===== src/rtl/lpm_pkg.sv =====
package lpm_pkg;
  typedef enum logic [1:0] {
    ST_RUN   = 2'd0,
    ST_HALT  = 2'd1,
    ST_SLEEP = 2'd2,
    ST_STAB  = 2'd3
  } lpm_state_e;
endpackage


===== src/rtl/lpm_wake_qual.sv =====
module lpm_wake_qual #(
  parameter int NUM_SRC = 8
) (
  input  logic [NUM_SRC-1:0] irq_pend_i,
  input  logic               port_irq_i,
  output logic               halt_wake_o,
  output logic               sleep_wake_o
);
  // halt: any source; sleep: input port only
  assign halt_wake_o  = (|irq_pend_i) | port_irq_i;
  assign sleep_wake_o = port_irq_i;
endmodule


===== src/rtl/lpm_stab_cnt.sv =====
module lpm_stab_cnt #(
  parameter int STAB_CYCLES = 8192
) (
  input  logic clk_i,
  input  logic rst_ni,
  input  logic clr_i,
  input  logic run_i,
  input  logic tick_i,
  output logic done_o
);
  localparam int CNT_W = (STAB_CYCLES > 2) ? $clog2(STAB_CYCLES) : 1;
  localparam logic [CNT_W-1:0] LAST = CNT_W'(STAB_CYCLES - 1);

  logic [CNT_W-1:0] cnt_q;

  assign done_o = run_i && tick_i && (cnt_q == LAST);

  always_ff @(posedge clk_i or negedge rst_ni) begin
    if (!rst_ni)                cnt_q <= '0;
    else if (clr_i)             cnt_q <= '0;
    else if (run_i && tick_i)   cnt_q <= done_o ? '0 : cnt_q + 1'b1;
  end

  AST_CNT_BOUND: assert property (@(posedge clk_i) disable iff (!rst_ni)
    cnt_q <= LAST);
  AST_CNT_IDLE: assert property (@(posedge clk_i) disable iff (!rst_ni)
    (!run_i && !clr_i) |=> $stable(cnt_q));
endmodule


===== src/rtl/lpm_fsm.sv =====
module lpm_fsm
  import lpm_pkg::*;
(
  input  logic       clk_i,
  input  logic       rst_ni,
  input  logic       halt_req_i,
  input  logic       sleep_req_i,
  input  logic       halt_wake_i,
  input  logic       sleep_wake_i,
  input  logic       stab_done_i,
  output lpm_state_e state_o,
  output logic       stab_clr_o,
  output logic       stab_run_o,
  output logic       wake_o
);
  lpm_state_e state_q, state_d;
  logic       wake_q, wake_d;

  always_comb begin
    state_d = state_q;
    wake_d  = 1'b0;
    unique case (state_q)
      ST_RUN: begin
        if (sleep_req_i)      state_d = ST_SLEEP;
        else if (halt_req_i)  state_d = ST_HALT;
      end
      ST_HALT: begin
        if (halt_wake_i) begin
          state_d = ST_RUN;
          wake_d  = 1'b1;
        end
      end
      ST_SLEEP: begin
        if (sleep_wake_i)     state_d = ST_STAB;
      end
      ST_STAB: begin
        if (stab_done_i) begin
          state_d = ST_RUN;
          wake_d  = 1'b1;
        end
      end
      default: state_d = ST_RUN;
    endcase
  end

  always_ff @(posedge clk_i or negedge rst_ni) begin
    if (!rst_ni) begin
      state_q <= ST_RUN;
      wake_q  <= 1'b0;
    end else begin
      state_q <= state_d;
      wake_q  <= wake_d;
    end
  end

  assign state_o    = state_q;
  assign wake_o     = wake_q;
  assign stab_clr_o = (state_q == ST_SLEEP);
  assign stab_run_o = (state_q == ST_STAB);

  AST_WAKE_PULSE: assert property (@(posedge clk_i) disable iff (!rst_ni)
    wake_q |=> !wake_q);
  AST_SLEEP_HOLD: assert property (@(posedge clk_i) disable iff (!rst_ni)
    (state_q == ST_SLEEP && !sleep_wake_i) |=> (state_q == ST_SLEEP));
  AST_HALT_HOLD: assert property (@(posedge clk_i) disable iff (!rst_ni)
    (state_q == ST_HALT && !halt_wake_i) |=> (state_q == ST_HALT));
endmodule


===== src/rtl/lpm_ctrl.sv =====
module lpm_ctrl
  import lpm_pkg::*;
#(
  parameter int NUM_SRC     = 8,
  parameter int STAB_CYCLES = 8192
) (
  input  logic               clk_i,
  input  logic               rst_ni,
  input  logic               halt_req_i,
  input  logic               sleep_req_i,
  input  logic [NUM_SRC-1:0] irq_pend_i,
  input  logic               port_irq_i,
  input  logic               osc_tick_i,
  output logic               cpu_clk_en_o,
  output logic               per_clk_en_o,
  output logic               osc_en_o,
  output logic               wake_o
);
  lpm_state_e state;
  logic halt_wake, sleep_wake, stab_done, stab_clr, stab_run;

  lpm_wake_qual #(.NUM_SRC(NUM_SRC)) u_qual (
    .irq_pend_i  (irq_pend_i),
    .port_irq_i  (port_irq_i),
    .halt_wake_o (halt_wake),
    .sleep_wake_o(sleep_wake)
  );

  lpm_stab_cnt #(.STAB_CYCLES(STAB_CYCLES)) u_cnt (
    .clk_i (clk_i),
    .rst_ni(rst_ni),
    .clr_i (stab_clr),
    .run_i (stab_run),
    .tick_i(osc_tick_i),
    .done_o(stab_done)
  );

  lpm_fsm u_fsm (
    .clk_i       (clk_i),
    .rst_ni      (rst_ni),
    .halt_req_i  (halt_req_i),
    .sleep_req_i (sleep_req_i),
    .halt_wake_i (halt_wake),
    .sleep_wake_i(sleep_wake),
    .stab_done_i (stab_done),
    .state_o     (state),
    .stab_clr_o  (stab_clr),
    .stab_run_o  (stab_run),
    .wake_o      (wake_o)
  );

  always_comb begin
    unique case (state)
      ST_RUN:   {cpu_clk_en_o, per_clk_en_o, osc_en_o} = 3'b111;
      ST_HALT:  {cpu_clk_en_o, per_clk_en_o, osc_en_o} = 3'b011;
      ST_SLEEP: {cpu_clk_en_o, per_clk_en_o, osc_en_o} = 3'b000;
      ST_STAB:  {cpu_clk_en_o, per_clk_en_o, osc_en_o} = 3'b001;
      default:  {cpu_clk_en_o, per_clk_en_o, osc_en_o} = 3'b111;
    endcase
  end

  AST_WAKE_CPU: assert property (@(posedge clk_i) disable iff (!rst_ni)
    wake_o |-> (cpu_clk_en_o && per_clk_en_o && osc_en_o));
  AST_SLEEP_ENTRY: assert property (@(posedge clk_i) disable iff (!rst_ni)
    (cpu_clk_en_o && !wake_o && sleep_req_i) |=> !per_clk_en_o);
  AST_DONE_IN_STAB: assert property (@(posedge clk_i) disable iff (!rst_ni)
    stab_done |-> (osc_en_o && !per_clk_en_o));
  AST_NO_STRAY_SLEEP_WAKE: assert property (@(posedge clk_i) disable iff (!rst_ni)
    (!osc_en_o && !port_irq_i) |=> !osc_en_o);
endmodule


===== config.mk =====
export PLATFORM = sky130hd
export DESIGN_NAME = lpm_ctrl
export DESIGN_NICKNAME = d
export VERILOG_FILES = /design/src/rtl/lpm_pkg.sv /design/src/rtl/lpm_wake_qual.sv /design/src/rtl/lpm_stab_cnt.sv /design/src/rtl/lpm_fsm.sv /design/src/rtl/lpm_ctrl.sv
export SDC_FILE = /design/constraint.sdc
export NUM_CORES = 1
export LEC_CHECK = 0
export ABC_AREA = 1
export ABC_CLOCK_PERIOD_IN_PS = 3100
export BUFFER_PORTS_ARGS = -buffer_cell sky130_fd_sc_hd__buf_2
export CORE_MARGIN = 1.5
export CORE_UTILIZATION = 30
export CTS_CLUSTER_SIZE = 10
export DETAILED_ROUTE_END_ITERATION = 10
export PLACE_DENSITY_LB_ADDON = 0.25
export SETUP_SLACK_MARGIN = 0.05
export SYNTH_ARGS = -nofsm -noshare
export SYNTH_HDL_FRONTEND = slang
export SYNTH_HIERARCHICAL = 1
export SYNTH_SLANG_ARGS = --single-unit

===== constraint.sdc =====
create_clock -name clk_i -period 3.1 [get_ports clk_i]
set_input_delay 0.62 -clock clk_i [delete_from_list [all_inputs] [get_ports clk_i]]
set_output_delay 0.62 -clock clk_i [all_outputs]
set_load 0.02 [all_outputs]

Word-level counts from Yosys, hierarchy flattened
Cells that the tools add are included.
{"block": "word_totals", "elab_cells": 38, "out_inout_bits": 4, "inputBits": 14, "reg_bits": 16}
{"block": "op_classes", "addsub": 1, "n_bitwise": 1, "n_reduce_logical": 10, "n_mux": 15, "n_eq_ne": 8}
{"op": "2-to-1 mux 13 bit", "n": 3}
{"op": "adder 13 x 1 -> 13 bit (second input constant)", "n": 1}
{"op": "equality test 13 bit (second input constant)", "n": 1}
{"op": "2-to-1 mux 2 bit", "n": 5}
{"op": "case mux 1 bit (2 select lines)", "n": 4}
{"op": "case mux 2 bit (4 select lines)", "n": 1}
{"op": "OR reduction 8 bit", "n": 1}
{"op": "inequality test 2 bit (second input constant)", "n": 3}
{"op": "OR reduction 3 bit", "n": 2}
{"op": "equality test 2 bit (second input constant)", "n": 2}
{"op": "AND reduction 4 bit", "n": 1}
{"op": "OR reduction 2 bit", "n": 2}
{"op": "inequality test 3 bit (second input constant)", "n": 1}
{"op": "equality test 2 x 1 -> 1 bit (second input constant)", "n": 1}
{"op": "logical AND 1 bit", "n": 2}
{"op": "zero test 2 bit", "n": 1}
{"op": "2-to-1 mux 1 bit", "n": 2}
{"op": "nonzero test 2 bit", "n": 1}
{"op": "bitwise OR 1 bit", "n": 1}

Longest topological paths before layout
Gate-level depths: netlist of run 1.
{"block": "depth", "depth_word": 6, "ltp_mapped": 12}

Modules after synthesis
Netlist of run 1, hierarchy kept.
{"module": "lpm_stab_cnt", "seq_area_each_um2": 325.3, "area_each_um2": 769.5, "instances": 1, "cells_per_inst": 99}
{"module": "lpm_fsm", "seq_area_each_um2": 75.1, "area_each_um2": 227.7, "instances": 1, "cells_per_inst": 34}
{"module": "lpm_wake_qual", "seq_area_each_um2": 0.0, "area_each_um2": 37.5, "instances": 1, "cells_per_inst": 8}
{"module": "lpm_ctrl", "seq_area_each_um2": 0.0, "area_each_um2": 15.0, "instances": 1, "cells_per_inst": 4}

Worst setup path after synthesis of run 1
OpenSTA, ideal clock, no wires.
{"block": "synth_path", "path_type": "register to register", "startpoint": "register u_cnt.cnt_q[0]", "endpoint": "register u_fsm.state_q[1] (netlist: u_fsm/state_o[1])", "arrival_time_ps": 1395, "required_time_ps": 2985, "n_path_buf": 0, "synth_period_minus_slack_ps": 1510, "setup_ps": 115, "path_slack_ps": 1590, "path_stages_with_launch": 13, "path_cell_list": "dfrtp_1 ha_1 nand2_1 nor2_1 nand2_2 nor2_4 nand3_4 inv_1 inv_1 nand3_1 nand2_1 o21ai_2 inv_2"}
{"block": "synth_between", "elab_chain_cells": 4}
{"item": "start, declared", "line_no": "lpm_stab_cnt.sv:14", "rtl": "logic [CNT_W-1:0] cnt_q;"}
{"item": "start signal, assigned", "line_no": "lpm_stab_cnt.sv:21", "rtl": "else if (run_i && tick_i) cnt_q <= done_o ? '0 : cnt_q + 1'b1;"}
{"item": "equality test 13 bit", "line_no": "lpm_stab_cnt.sv:16", "rtl": "assign done_o = run_i && tick_i && (cnt_q == LAST);"}
{"item": "logical AND 1 bit", "line_no": "lpm_stab_cnt.sv:16"}
{"item": "net stab_done", "line_no": "lpm_ctrl.sv:20", "rtl": "logic halt_wake, sleep_wake, stab_done, stab_clr, stab_run;"}
{"item": "inequality test 2 bit (no source line)"}
{"item": "AND reduction 4 bit (no source line)"}
{"item": "end signal, assigned", "line_no": "lpm_fsm.sv:51", "rtl": "state_q <= state_d;"}
{"item": "end, declared", "line_no": "lpm_fsm.sv:16", "rtl": "lpm_state_e state_q, state_d;"}
The timed path passes the listed nets, and every way through them passes these cells.
A chain may end at the register's enable or synchronous reset.

Final worst setup path of run 1
{"block": "layout_path", "startpoint": "register u_fsm.state_q[0] (netlist: u_fsm/state_o[0])", "endpoint": "output port osc_en_o"}
{"block": "layout_between", "elab_chain_cells": 3, "elab_cells_between_ends": 6, "cone_classes": "eq/ne: 3; mux: 1; reduce/logical: 2"}
{"item": "equality test 2 bit, or another cell as far along", "line_no": "lpm_ctrl.sv:53", "rtl": "unique case (state)"}
{"item": "OR reduction 3 bit (no source line)"}
{"item": "case mux 1 bit (2 select lines) (*)", "line_no": "lpm_ctrl.sv:53"}
{"item": "end, declared", "line_no": "lpm_ctrl.sv:16", "rtl": "output logic osc_en_o,"}
Every way passes the cells marked *; elsewhere a longest branch is shown, timed or not.

==> results of run 1 <==
[sequential cells by signal, summed over array words and instances (netlist names)]
signal         cells
u_fsm/wake_o       1
u_cnt/cnt_q       13
u_fsm/state_o      2
[critical path, stage by stage, from the launching register on]
cell and delay, ns:
sky130_fd_sc_hd__dfrtp_1 0.58, sky130_fd_sc_hd__inv_1 0.07, sky130_fd_sc_hd__nand2_1 0.07, sky130_fd_sc_hd__buf_2 0.16
[synthesized netlist by cell type, drive strengths merged]
master | n | area, um2
nand3 | 12 | 77.6
ha | 1 | 12.5
or2 | 1 | 6.26
nand4 | 3 | 18.8
dfrtp | 16 | 400
nor3 | 1 | 5.00
buf | 3 | 30.0
a21oi | 3 | 15.0
xnor2 | 1 | 8.76
nor2 | 28 | 128
nand2 | 39 | 161
xor2 | 5 | 43.8
o21ai | 6 | 33.8
inv | 24 | 90.1
o21bai | 1 | 7.51
a21boi | 1 | 11.3
[final timing paths]
check                                  from                to  slack (ns)  depth (start not counted)
setup / recovery           u_fsm/state_o[0]          osc_en_o        1.30                          3
hold / removal                       rst_ni    u_cnt/cnt_q[9]        0.22                          1
setup reg to reg             u_cnt/cnt_q[0]  u_fsm/state_o[1]        1.39                         12
max in group asynchronous            rst_ni    u_cnt/cnt_q[1]        2.60                          1
min in group clk_i           u_cnt/cnt_q[1]    u_cnt/cnt_q[1]        0.53                          2
hold reg to reg              u_cnt/cnt_q[1]    u_cnt/cnt_q[1]        0.53                          2
[routing by layer]
layer	global-route usage (%)	up-vias	wire (um)	share of wire [%]
li1	-	480	-	-
met1	15.4	402	1020	49
met2	18.3	28	918	44
met3	3.99	3	105	5.1
met4	5.00	0	17	0.82
met5	0	-	0	0
[power by group]
part           internal [mW]  switching, mW  leakage [nW]  total [mW]
logic                 0.0948          0.189         0.366       0.284
clock network         0.0717         0.0705        0.0210       0.142
registers              0.237         0.0505         0.217       0.287
[cell families (layout without fill, tap and decap cells)]
kind of cell	after synthesis	count (layout)	share of synthesized area (%)
buf+inv	27	45	11.4
xor+xnor	6	6	5.01
compound gates	11	11	6.44
fa+ha+maj	1	1	1.19
flops	16	16	38.1
simple gates	84	84	37.8
[through the flow]
stage / cells / utilization (%)
global placement: 205 / 34.8
finish: 209 / 35.9
CTS: 209 / 35.9
global route: 209 / 35.9
floorplan: 145 / -
detailed placement: 205 / 34.8
[layout make-up]
| type | count | area, um2 |
|---|---|---|
| fillers | 383 | 2140 |
| multi-input cells | 102 | 529 |
| flip-flops and latches | 16 | 400 |
| inverters | 24 | 90.1 |
| repair buffers | 17 | 85.1 |
| well taps | 46 | 57.6 |
| clock buffers | 4 | 36.3 |
[layout by cell type, fill, tap and decap left out]
master	instances
sky130_fd_sc_hd__nand2_4	1
sky130_fd_sc_hd__o21ai_1	1
sky130_fd_sc_hd__nor3_1	1
sky130_fd_sc_hd__xnor2_1	1
sky130_fd_sc_hd__ha_1	1
sky130_fd_sc_hd__nand2_2	3
sky130_fd_sc_hd__o21ai_2	1
sky130_fd_sc_hd__a21boi_2	1
sky130_fd_sc_hd__clkbuf_8	1
sky130_fd_sc_hd__a21oi_1	3
sky130_fd_sc_hd__nand3_2	1
sky130_fd_sc_hd__nand3_1	10
sky130_fd_sc_hd__or2_1	1
sky130_fd_sc_hd__buf_2	17
sky130_fd_sc_hd__inv_2	4
sky130_fd_sc_hd__nand4_1	3
sky130_fd_sc_hd__xor2_1	5
sky130_fd_sc_hd__o21ai_0	4
sky130_fd_sc_hd__nand2_1	35
sky130_fd_sc_hd__clkbuf_4	3
sky130_fd_sc_hd__nand3_4	1
sky130_fd_sc_hd__inv_1	20
sky130_fd_sc_hd__dfrtp_1	16
sky130_fd_sc_hd__nor2_4	3
sky130_fd_sc_hd__nor2_1	25
sky130_fd_sc_hd__o21bai_1	1
==> results.md, run 1 <==
Timing:
- For the pin with the worst max-slew slack, the measured transition is 0.379 ns.
- The worst clock skew is 0.00595 ns.
- After layout, the worst setup slack is 1.30 ns.
- For this run, the top clock speed supported by timing is 555 MHz.
- Setup repair after global routing left no endpoint under its margin.
- The number of pins exceeding their max-slew limit in the final report was 0.
- The final number of hold-violating endpoints is 0.
- Setup violations remaining at the end of the flow were counted as 0.
- The final critical delay including setup and external delays is 1.80 ns.
- The final total negative setup slack is 0 ns.
- The final hold slack is 0.222 ns.
- The relative max-transition margin is 74.7%.
- The share of the clock period used by the worst path is 58.1%.

Critical path:
- The kind of launch point of the worst setup path is a flip-flop.
- The maximum fanout encountered on the critical timing path is 12.
- The required time at the endpoint of the critical path is 2.48 ns.
- At the worst endpoint, the arrival time is 1.18 ns.
- The setup path with the least slack is of type flip-flop to output pin.
- The worst setup path is captured at an output pin.

Detailed routing:
- The first detailed-routing pass ran for 4 iterations.
- The final layout contains routed wiring with a total length of 2.06 mm.
- The first routing iteration left 38 violations.
- The detailed router placed 913 vias in this run.
- The average wire per cell in the routed design is 9.87 um.
- Once detail routing completed, the nets flagged for antenna violations numbered 0.
- For this run, design rule violations remaining after detail routing come to 0.
- The detail-routed via count per cell is 4.37.

Die:
- The number of I/O pins is 18.
- In this run the vertical extent of the chip is 62.2 um.
- The initial core utilization is 31.5%.
- Measured along the x axis, the die boundary spans 62.2 um.
- After floorplanning, the core was sized to cover 0.00334 mm2.
- The die covers 0.00386 mm2.
- In this run the core area contains 21 standard-cell rows.

Power:
- The overall power is 713 uW.
- The maximum ir drop on the vdd rail is 261 uV.
- In this run the static leakage power is 0.604 nW.
- The power density relative to cell area is 595 mW/mm2.

Logic synthesis:
- For this run, the register share of the synthesized area comes to 38.1%.
- After synthesis the netlist holds a flip-flop and latch count of 16.
- The post-synthesis average cell area is 7.24 um2.
- The number of synthesis warnings is 6.
- In the synthesized netlist, the number of instances is 145.
- The area of the mapped netlist is 0.00105 mm2.
- The number of distinct library cell variants in the gate-level netlist after synthesis is 25.
- The synthesized netlist net count is 160.

Run status:
- The run finished with clean final reports.

GRT:
- The first global-routing pass estimated 3.67 mm of wire.
- The via count of the first global-routing pass was 847.
- The initial antenna violation count came to 0.
- The overall fraction of global-route tracks in use is 11.9%.
- The sum of overflow across all layers after global routing is 0.
- The maximum number of pins on one net before global-route repair is 17.

Placement:
- The congestion estimate from routability-driven global placement came to 0.814.
- The HPWL after detailed placement is 1.61 mm.
- The pre-CTS worst setup slack is 1.39 ns.
- The number of port buffers is 17.
- The cell area after placement is 0.00116 mm2.

Min path:
- The class of the tightest hold or removal check is input port to asynchronous set/reset pin.

CTS:
- The buffer depth of the longest clock path is 2.
- The number of buffers inserted by post-CTS setup repair is 0.
- In this run the number of H-tree levels came out at 1.
- The TritonCTS clock tree is built.
- In this run the clock root is driven by a sky130_fd_sc_hd__clkbuf_4.
- Clock-pin slew was measured on the worst setup and hold paths at 0.10 ns.
- The TritonCTS buffer count is 3.
- The number of buffers added to fix hold violations after cts is 0.
- The count of clock tree sinks is 16.
- The later pin in the worst-skew pair is clocked with a latency of 0.30 ns.
- The count of cells resized by post-cts repair is 0.

Finish:
- After the last flow step, the layout net total stands at 179.
- The area growth from synthesis to layout is 14.2%.
- The final non-filler cell area is 0.00120 mm2.
- In the final layout, the share of cells above drive strength 1 is 22.1%.
- 0 antenna diodes ended up in the layout.

Job:
- Across the run, the number of max-cap violations was 0.
No activity file was read; power rests on OpenSTA's default activity.
==> run 2, diff against run 1 <==
--- a/config.mk
+++ b/config.mk
@@ -6,7 +6,7 @@
 export NUM_CORES = 1
 export LEC_CHECK = 0
 export ABC_AREA = 1
-export ABC_CLOCK_PERIOD_IN_PS = 3100
+export ABC_CLOCK_PERIOD_IN_PS = 1700
 export BUFFER_PORTS_ARGS = -buffer_cell sky130_fd_sc_hd__buf_2
 export CORE_MARGIN = 1.5
 export CORE_UTILIZATION = 30
==> constraint.sdc (replaced) <==
create_clock -name clk_i -period 1.7 [get_ports clk_i]
set_input_delay 0.34 -clock clk_i [delete_from_list [all_inputs] [get_ports clk_i]]
set_output_delay 0.34 -clock clk_i [all_outputs]
set_load 0.02 [all_outputs]
==> run 2 against run 1 <==
Effect of this change:
- first-iteration DRC count decreased by 32%
- final cell count grew 2.9%
- utilization rose by 1.6 points
- clock power up 42%
- non-clock buffer count rose by 7
- die area unchanged
- combinational power rose by 120%
- clock skew decreased by 0.0050 ns
- flip-flop and latch count unchanged
- worst setup slack worse by 1.2 ns
- critical path type is now flip-flop to flip-flop
- largest power group is now combinational logic
==> results.md, run 2 (synthesis results as in run 1) <==
Detailed routing:
- The first-iteration detailed-routing DRC count is 26 (-32%).
- The total number of vias is 929 (+1.8%).
- The count of TritonRoute iterations in the first routing pass came to 4 (unchanged).
- The average wire per cell in the routed design is 9.81 um (-0.62%).
- The remaining design rule violation count is 0 (unchanged).
- The count of nets left with antenna violations after detail routing came to 0 (unchanged).
- The detail-routed via count per cell was 4.32 (-1.1%).
- The overall routed net length is 2.11 mm (+2.2%).

Finish:
- The layout cell share with drive strength beyond 1 was 27.8% (+5.7 points).
- More flip-flops sit in one register than any other, and that register is u_cnt/cnt_q.
- The storage element area was 400 um2 (unchanged).
- The library cell used most frequently in the layout, excluding fill and tap cells, is sky130_fd_sc_hd__nand2_1.
- The filler cell count in the final layout is 373 (-2.6%).
- The layout net count is 186 (+3.9%).
- The area growth from synthesis to layout is 19.3%.
- The area taken by multi-input logic gates is 542 um2 (+2.4%).
- The diode insertion count for antenna repair is 0 (unchanged).
- The top cell types in the final layout, fill and taps aside, are 34 x sky130_fd_sc_hd__nand2_1, 24 x sky130_fd_sc_hd__nor2_1, 18 x sky130_fd_sc_hd__inv_1, 17 x sky130_fd_sc_hd__buf_2, 16 x sky130_fd_sc_hd__dfrtp_1.
- The number of flip-flops in the largest register is 13 (unchanged).

Die:
- The number of placement rows is 21 (unchanged).
- The area enclosed by the die boundary is 0.00386 mm2 (unchanged).
- The area of the core is 0.00334 mm2 (unchanged).
- The height of the chip came to 62.2 um (unchanged).
- The initial core utilization is 31.5% (unchanged).
- The die outline width is 62.2 um (unchanged).
- The number of I/O pins is 18 (unchanged).

Timing:
- The final total negative setup slack is 0 ns (unchanged).
- The final number of setup-violating endpoints is 0 (unchanged).
- Based on the critical path, the design can be clocked at up to 620 MHz.
- The relative max-transition margin is 75.8% (+1.1 points).
- The number of pins exceeding their max-slew limit in the final report is 0 (unchanged).
- The final number of hold-violating endpoints is 0 (unchanged).
- The worst path uses 94.9% of the clock period.
- Setup repair after global routing could not meet its margin everywhere.
- The final hold slack is 0.399 ns (+0.177 ns).
- The slew of the pin with the lowest slew margin is 0.363 ns (-0.0167 ns).
- The final critical delay including setup and external delays is 1.61 ns.
- The worst clock skew came to 0.000948 ns (-0.00500 ns).

Min path:
- The min-delay analysis places its worst path in the category input port to flip-flop.

Power:
- The overall power is 1.32 mW (+84%).
- The power share of the clock group came to 15.3% (-4.6 points).
- The leakage power of the design is 0.626 nW (+3.8%).
- The maximum ir drop on the vdd rail is 553 uV (+110%).
- The internal portion of total power is 726 uW (+80%).
- The power density relative to cell area is 1050 mW/mm2 (+77%).
- The net switching fraction of the power is 44.8% (+1.4 points).
- The net switching component of the power is 590 uW (+90%).
- The proportion of power drawn by flip-flops and latches is 37.1% (-3.2 points).
- The relative contribution of combinational cells to total power is 47.6% (+7.8 points).

Critical path:
- The kind of critical path is flip-flop to flip-flop.
- The required time at the endpoint of the critical path is 1.88 ns (-0.60 ns).
- The critical path goes through ha_2, nand2_1, nor2_2, nand2_2, nor2_4, nand3_4, inv_2, inv_2, nand3_2, nand2_1, o21ai_1, inv_1.
- The longest individual stage delay on the worst path came to 0.40 ns (-0.18 ns).
- The data arrival time of the critical path was 1.80 ns (+0.62 ns).
- STA classifies the critical path startpoint as a flip-flop.
- The maximum fanout encountered on the critical timing path is 4 (-8).
- The cell type of the slowest stage on the worst timing path is sky130_fd_sc_hd__dfrtp_1.
- The category of the worst setup path capture point is a flip-flop.

CTS:
- The TritonCTS buffer count was 3 (unchanged).
- The clock latency at the later pin of the worst-skew pair is 0.28 ns (-0.02 ns).
- The buffer depth of the longest clock path is 2 (unchanged).
- The root buffer cell chosen for the clock tree is sky130_fd_sc_hd__clkbuf_4.
- The post-CTS clock slew at the launch and capture registers of the worst setup and hold paths was 0.09 ns (about the same).
- The count of clock tree sinks came to 16 (unchanged).
- The deepest level of the CTS H-tree is 1 (unchanged).
- TritonCTS built the clock tree.

GRT:
- The wire length of the first global-routing pass is 3.59 mm (-2.2%).
- The via count of the first global-routing pass is 878 (+3.7%).
- The initial antenna violation count is 0 (unchanged).
- The sum of overflow across all layers after global routing is 0 (unchanged).
- The overall fraction of global-route tracks in use is 11.5% (-0.42 points).
- The maximum number of pins on one net before global-route repair is 17 (unchanged).

Run status:
- The flow ran to the end, and the final reports show no timing, DRC or antenna violations.

Placement:
- The weighted congestion reported at the end of routability-driven placement came to 0.799 (-1.8%).
- The number of port buffers is 17 (unchanged).
- The HPWL after detailed placement is 1.63 mm (+1.1%).

Job:
- The reported max-cap violation count is 0 (unchanged).
-- run 2: cell count changes in the layout (fill, tap and decap cells not counted), sizes merged --
cell	previous run	this run
buf	17	23
dlygate4sd3	0	1
clkbuf	4	3
-- run 2: final cells by class --
| type | count | area share (%) |
|---|---|---|
| Tap cell | 46 | 4.60 |
| Multi-Input combinational cell | 102 | 43.3 |
| Sequential cell | 16 | 32.0 |
| Inverter | 24 | 7.19 |
| Clock buffer | 3 | 1.80 |
| Timing Repair Buffer | 24 | 11.2 |
-- run 2: stage by stage --
stage / util (%) / area (um2) / setup WS [ns] / instances
after floorplan: - / 1050 / 0.190 / 145
after global placement: 35.3 / 1180 / 0.107 / 207
after detailed placement: 35.3 / 1180 / 0.0720 / 207
after CTS: 36.3 / 1210 / 0.0510 / 211
after global routing: 37.5 / 1250 / -0.0229 / 215
final: 37.5 / 1250 / 0.0869 / 215
-- run 2: final timing paths --
path                                startpoint               end  slack (ns)  cells after the start
min in group asynchronous               rst_ni   u_cnt/cnt_q[11]        0.48                      2
max in group asynchronous               rst_ni    u_cnt/cnt_q[2]        0.96                      2
worst max-delay path            u_cnt/cnt_q[0]  u_fsm/state_o[0]        0.09                     12
worst min-delay path               sleep_req_i  u_fsm/state_o[0]        0.40                      4
worst min register to register  u_cnt/cnt_q[1]    u_cnt/cnt_q[1]        0.53                      2
worst max register to register  u_cnt/cnt_q[0]  u_fsm/state_o[0]        0.09                     12
-- run 2: critical path, delay by kind of cell (launching register included) --
family                   cells  cell delay [ns]
adder cells (fa/ha/maj)      1             0.19
buffers and inverters        3             0.14
AND/OR/NAND/NOR              7             0.66
flip-flops                   1             0.40
AO/OA/AOI/OAI                1             0.12
-- run 2: metal layers --
metal  share of wire (%)  wire [um]  global-route usage [%]  vias to the layer above
met1                  47        995                    13.5                      420
li1                    -          -                       -                      490
met3                 3.6         76                    3.26                        0
met4                   0          0                    2.50                        0
met5                   0          0                       0                        -
met2                  49       1040                    20.9                       19
-- run 2: what timing repair did --
| item | 4_1_cts | 5_1_grt |
|---|---|---|
| setup endpoints to repair | 0 | 6 |
| setup buffers | 0 | 4 |
| hold buffers | 1 | 0 |
| resized for setup | 0 | 6 |
| hold endpoints to repair | 16 | 0 |
-- run 2: power groups by stage --
stage	clock network (mW)	registers, mW	logic (mW)
floorplan	0	0.489	0.468
global placement	0	0.492	0.605
detailed placement	0	0.495	0.616
CTS	0.215	0.487	0.621
global route	0.237	0.496	0.704
finish	0.201	0.488	0.626
==> run 3, diff against run 2 <==
--- a/config.mk
+++ b/config.mk
@@ -9,10 +9,11 @@
 export ABC_CLOCK_PERIOD_IN_PS = 1700
 export BUFFER_PORTS_ARGS = -buffer_cell sky130_fd_sc_hd__buf_2
 export CORE_MARGIN = 1.5
-export CORE_UTILIZATION = 30
+export CORE_UTILIZATION = 42
 export CTS_CLUSTER_SIZE = 10
 export DETAILED_ROUTE_END_ITERATION = 10
 export PLACE_DENSITY_LB_ADDON = 0.25
+export RECOVER_POWER = 50
 export SETUP_SLACK_MARGIN = 0.05
 export SYNTH_ARGS = -nofsm -noshare
 export SYNTH_HDL_FRONTEND = slang
==> run 3 against run 2 <==
Effect of this change:
- worst setup slack better by 0.032 ns
- combinational power up 9.1%
- total power up 3.3%
- maximum frequency up 2.0%
- highest routed layer is now met4
- design area down 0.40%
- largest power group unchanged
- count of clock-buffer cells in the layout unchanged
- hold slack better by 0.021 ns
- non-clock buffer count up 1
- register-to-register slack better by 0.03 ns
- critical path depth down 4
- routed wire length up 6.9%
- critical path type unchanged
- flip-flop and latch count unchanged
==> results.md, run 3 (synthesis results as in run 1) <==
Run status:
- The run finished with clean final reports.

Finish:
- The layout net count is 187 (+0.54%).
- The layout cell share with drive strength beyond 1 came to 27.6% (-0.16 points).
- Compared with the post-synthesis result, the final layout area differs by 18.8%.
- The number of flip-flops in the largest register is 13 (unchanged).
- Leaving out fill and tap cells, the most frequent cells in the layout are 33 x sky130_fd_sc_hd__nand2_1, 24 x sky130_fd_sc_hd__nor2_1, 18 x sky130_fd_sc_hd__inv_1, 16 x sky130_fd_sc_hd__dfrtp_1, 15 x sky130_fd_sc_hd__buf_2.
- The diode insertion count for antenna repair came to 0 (unchanged).
- The storage element area is 400 um2 (unchanged).
- The register ranked first by flip-flop count is u_cnt/cnt_q.
- The final non-filler cell total is 198 (-7.9%).
- The most common cell after layout, fill and taps aside is sky130_fd_sc_hd__nand2_1.
- The area taken by multi-input logic gates is 554 um2 (+2.3%).
- The final non-filler cell area is 0.00125 mm2 (-0.40%).
- The filler cell count in the final layout is 223 (-40%).

Die:
- The height of the chip is 53.0 um (-15%).
- The number of placement rows is 17 (-19%).
- The initial core utilization is 46.1% (+15 points).
- The area of the core is 0.00228 mm2 (-32%).
- The number of I/O pins is 18 (unchanged).
- The die outline width is 53.0 um (-15%).
- The area enclosed by the die boundary is 0.00281 mm2 (-27%).

CTS:
- The count of clock tree sinks is 16 (unchanged).
- The post-CTS clock slew at the launch and capture registers of the worst setup and hold paths is 0.09 ns (about the same).
- The deepest level of the CTS H-tree came to 1 (unchanged).
- The buffer depth of the longest clock path was 2 (unchanged).
- The root buffer cell is sky130_fd_sc_hd__clkbuf_4.
- The TritonCTS buffer count is 3 (unchanged).
- TritonCTS built the clock tree.
- The clock latency at the later pin of the worst-skew pair was 0.28 ns (about the same).

Detailed routing:
- The overall routed net length is 2.26 mm (+6.9%).
- The average wire per cell in the routed design is 11.4 um (+16%).
- The count of nets left with antenna violations after detail routing came to 0 (unchanged).
- The total number of vias is 962 (+3.6%).
- The first-iteration detailed-routing DRC count is 19 (-27%).
- The remaining design rule violation count is 0 (unchanged).
- The count of TritonRoute iterations in the first routing pass is 4 (unchanged).
- The detail-routed via count per cell is 4.86 (+12%).

Min path:
- The class of the tightest hold or removal check is input port to flip-flop.

Critical path:
- The longest individual stage delay on the worst path came to 0.45 ns (+0.05 ns).
- STA classifies the critical path endpoint as a flip-flop.
- On the critical path, the stage with the largest delay is an instance of sky130_fd_sc_hd__dfrtp_1.
- The cell type with the highest occurrence count on the critical path is sky130_fd_sc_hd__nor2_1.
- The kind of critical path is flip-flop to flip-flop.
- The maximum fanout encountered on the critical timing path was 8 (+4).
- The data arrival time of the critical path is 1.76 ns (-0.04 ns).
- The worst setup path is launched from a flip-flop.
- The signal on the critical path passes through inv_2, nor2_1, inv_1, nand2_4, inv_1, nor2_1, xnor2_1, nor2_1.
- The required time at the endpoint of the critical path is 1.88 ns (about the same).

Timing:
- The relative max-transition margin came to 41.1% (-35 points).
- The final number of setup-violating endpoints is 0 (unchanged).
- The final hold slack came to 0.420 ns (+0.0214 ns).
- The slew of the pin with the lowest slew margin was 0.884 ns (+0.521 ns).
- The worst clock skew is 0.000776 ns (-0.000171 ns).
- The share of the clock period used by the worst path was 93.0% (-1.9 points).
- Setup repair after global routing could not meet its margin everywhere.
- The highest clock rate is 632 MHz (+2.0%).
- The final critical delay including setup and external delays is 1.58 ns (-0.0318 ns).
- The number of pins exceeding their max-slew limit in the final report was 0 (unchanged).
- The final number of hold-violating endpoints came to 0 (unchanged).

GRT:
- The wire length of the first global-routing pass came to 3.59 mm (unchanged).
- The maximum number of pins on one net before global-route repair is 17 (unchanged).
- The sum of overflow across all layers after global routing is 0 (unchanged).
- The via count of the first global-routing pass is 845 (-3.8%).
- The overall fraction of global-route tracks in use is 17.9% (+6.4 points).
- The initial antenna violation count is 0 (unchanged).

Placement:
- The weighted congestion reported at the end of routability-driven placement is 0.823 (+3.0%).
- The cell area after placement is 0.00115 mm2 (-1.9%).
- The cell total after placement is 189 (-8.7%).
- The number of port buffers is 17 (unchanged).
- The HPWL after detailed placement is 1.61 mm (-1.1%).

Power:
- The power density relative to cell area is 1090 mW/mm2 (+3.8%).
- The maximum ir drop on the vdd rail is 898 uV (+63%).
- The leakage power of the design is 0.628 nW (+0.23%).

Job:
- The reported max-cap violation count came to 0 (unchanged).
-- run 3: cell count changes in the layout (fill, tap and decap cells not counted) --
cell	change
sky130_fd_sc_hd__nand2_4	+1
sky130_fd_sc_hd__nor2_4	+1
sky130_fd_sc_hd__nand2_1	-1
sky130_fd_sc_hd__buf_4	+1
sky130_fd_sc_hd__clkbuf_1	+2
sky130_fd_sc_hd__nor2_2	-1
sky130_fd_sc_hd__buf_2	-2
-- run 3: where the power goes --
part	switching, mW	leakage (nW)	internal, mW	total (mW)
Sequential	0.0486	0.217	0.433	0.482
Combinational	0.449	0.397	0.233	0.683
Clock	0.113	0.0138	0.0822	0.195
Total	0.611	0.628	0.749	1.36
-- run 3: critical path, delay by kind of cell (launching register included) --
family / cells / cell delay [ns]
DFF: 1 / 0.45
xor gates and xnor gates: 1 / 0.14
and+or+nand+nor: 4 / 0.53
buffers and inverters: 3 / 0.36
-- run 3: per-layer routing --
layer | up-vias | global-route usage (%) | wire [um]
met5 | - | 0 | 0
met4 | 0 | 10.3 | 27
met3 | 2 | 1.69 | 49
met2 | 15 | 31.7 | 1200
met1 | 452 | 20.8 | 976
li1 | 493 | - | -
-- run 3: path summary, 6_finish.rpt --
| path | start | end | slack (ns) | cells past startpoint |
|---|---|---|---|---|
| max in group asynchronous | rst_ni | u_cnt/cnt_q[2] | 0.48 | 2 |
| max | u_fsm/state_o[1] | u_cnt/cnt_q[8] | 0.12 | 8 |
| min in group asynchronous | rst_ni | u_cnt/cnt_q[5] | 0.68 | 2 |
| min | sleep_req_i | u_fsm/state_o[0] | 0.42 | 4 |
| min reg2reg | u_cnt/cnt_q[5] | u_cnt/cnt_q[5] | 0.57 | 2 |
| max reg2reg | u_fsm/state_o[1] | u_cnt/cnt_q[8] | 0.12 | 8 |
-- run 3: layout make-up --
cell class,instances,area share (%)
Clock buffer,3,1.81
Multi-Input combinational cell,102,44.4
Timing Repair Buffer,25,11.6
Inverter,24,7.22
Tap cell,28,2.81
Sequential cell,16,32.1
-- run 3: metrics by stage --
stage | worst slack [ns] | power [mW] | setup TNS (ns) | utilization [%]
after floorplan | 0.190 | 0.958 | 0 | -
after global placement | 0.120 | 1.08 | 0 | 50.7
after detailed placement | 0.0476 | 1.10 | 0 | 50.7
after CTS | 0.0721 | 1.32 | 0 | 52.6
after global routing | -0.0189 | 1.47 | -0.0189 | 54.8
final | 0.119 | 1.36 | 0 | 54.8
-- run 3: what timing repair did --
action | 4_1_cts | 5_1_grt
endpoints found under the setup margin | 2 | 4
endpoints found under the hold margin | 16 | 0
gates resized for setup | 1 | 9
setup buffers | 1 | 4
pin swaps | 0 | 7
hold buffers | 1 | 0
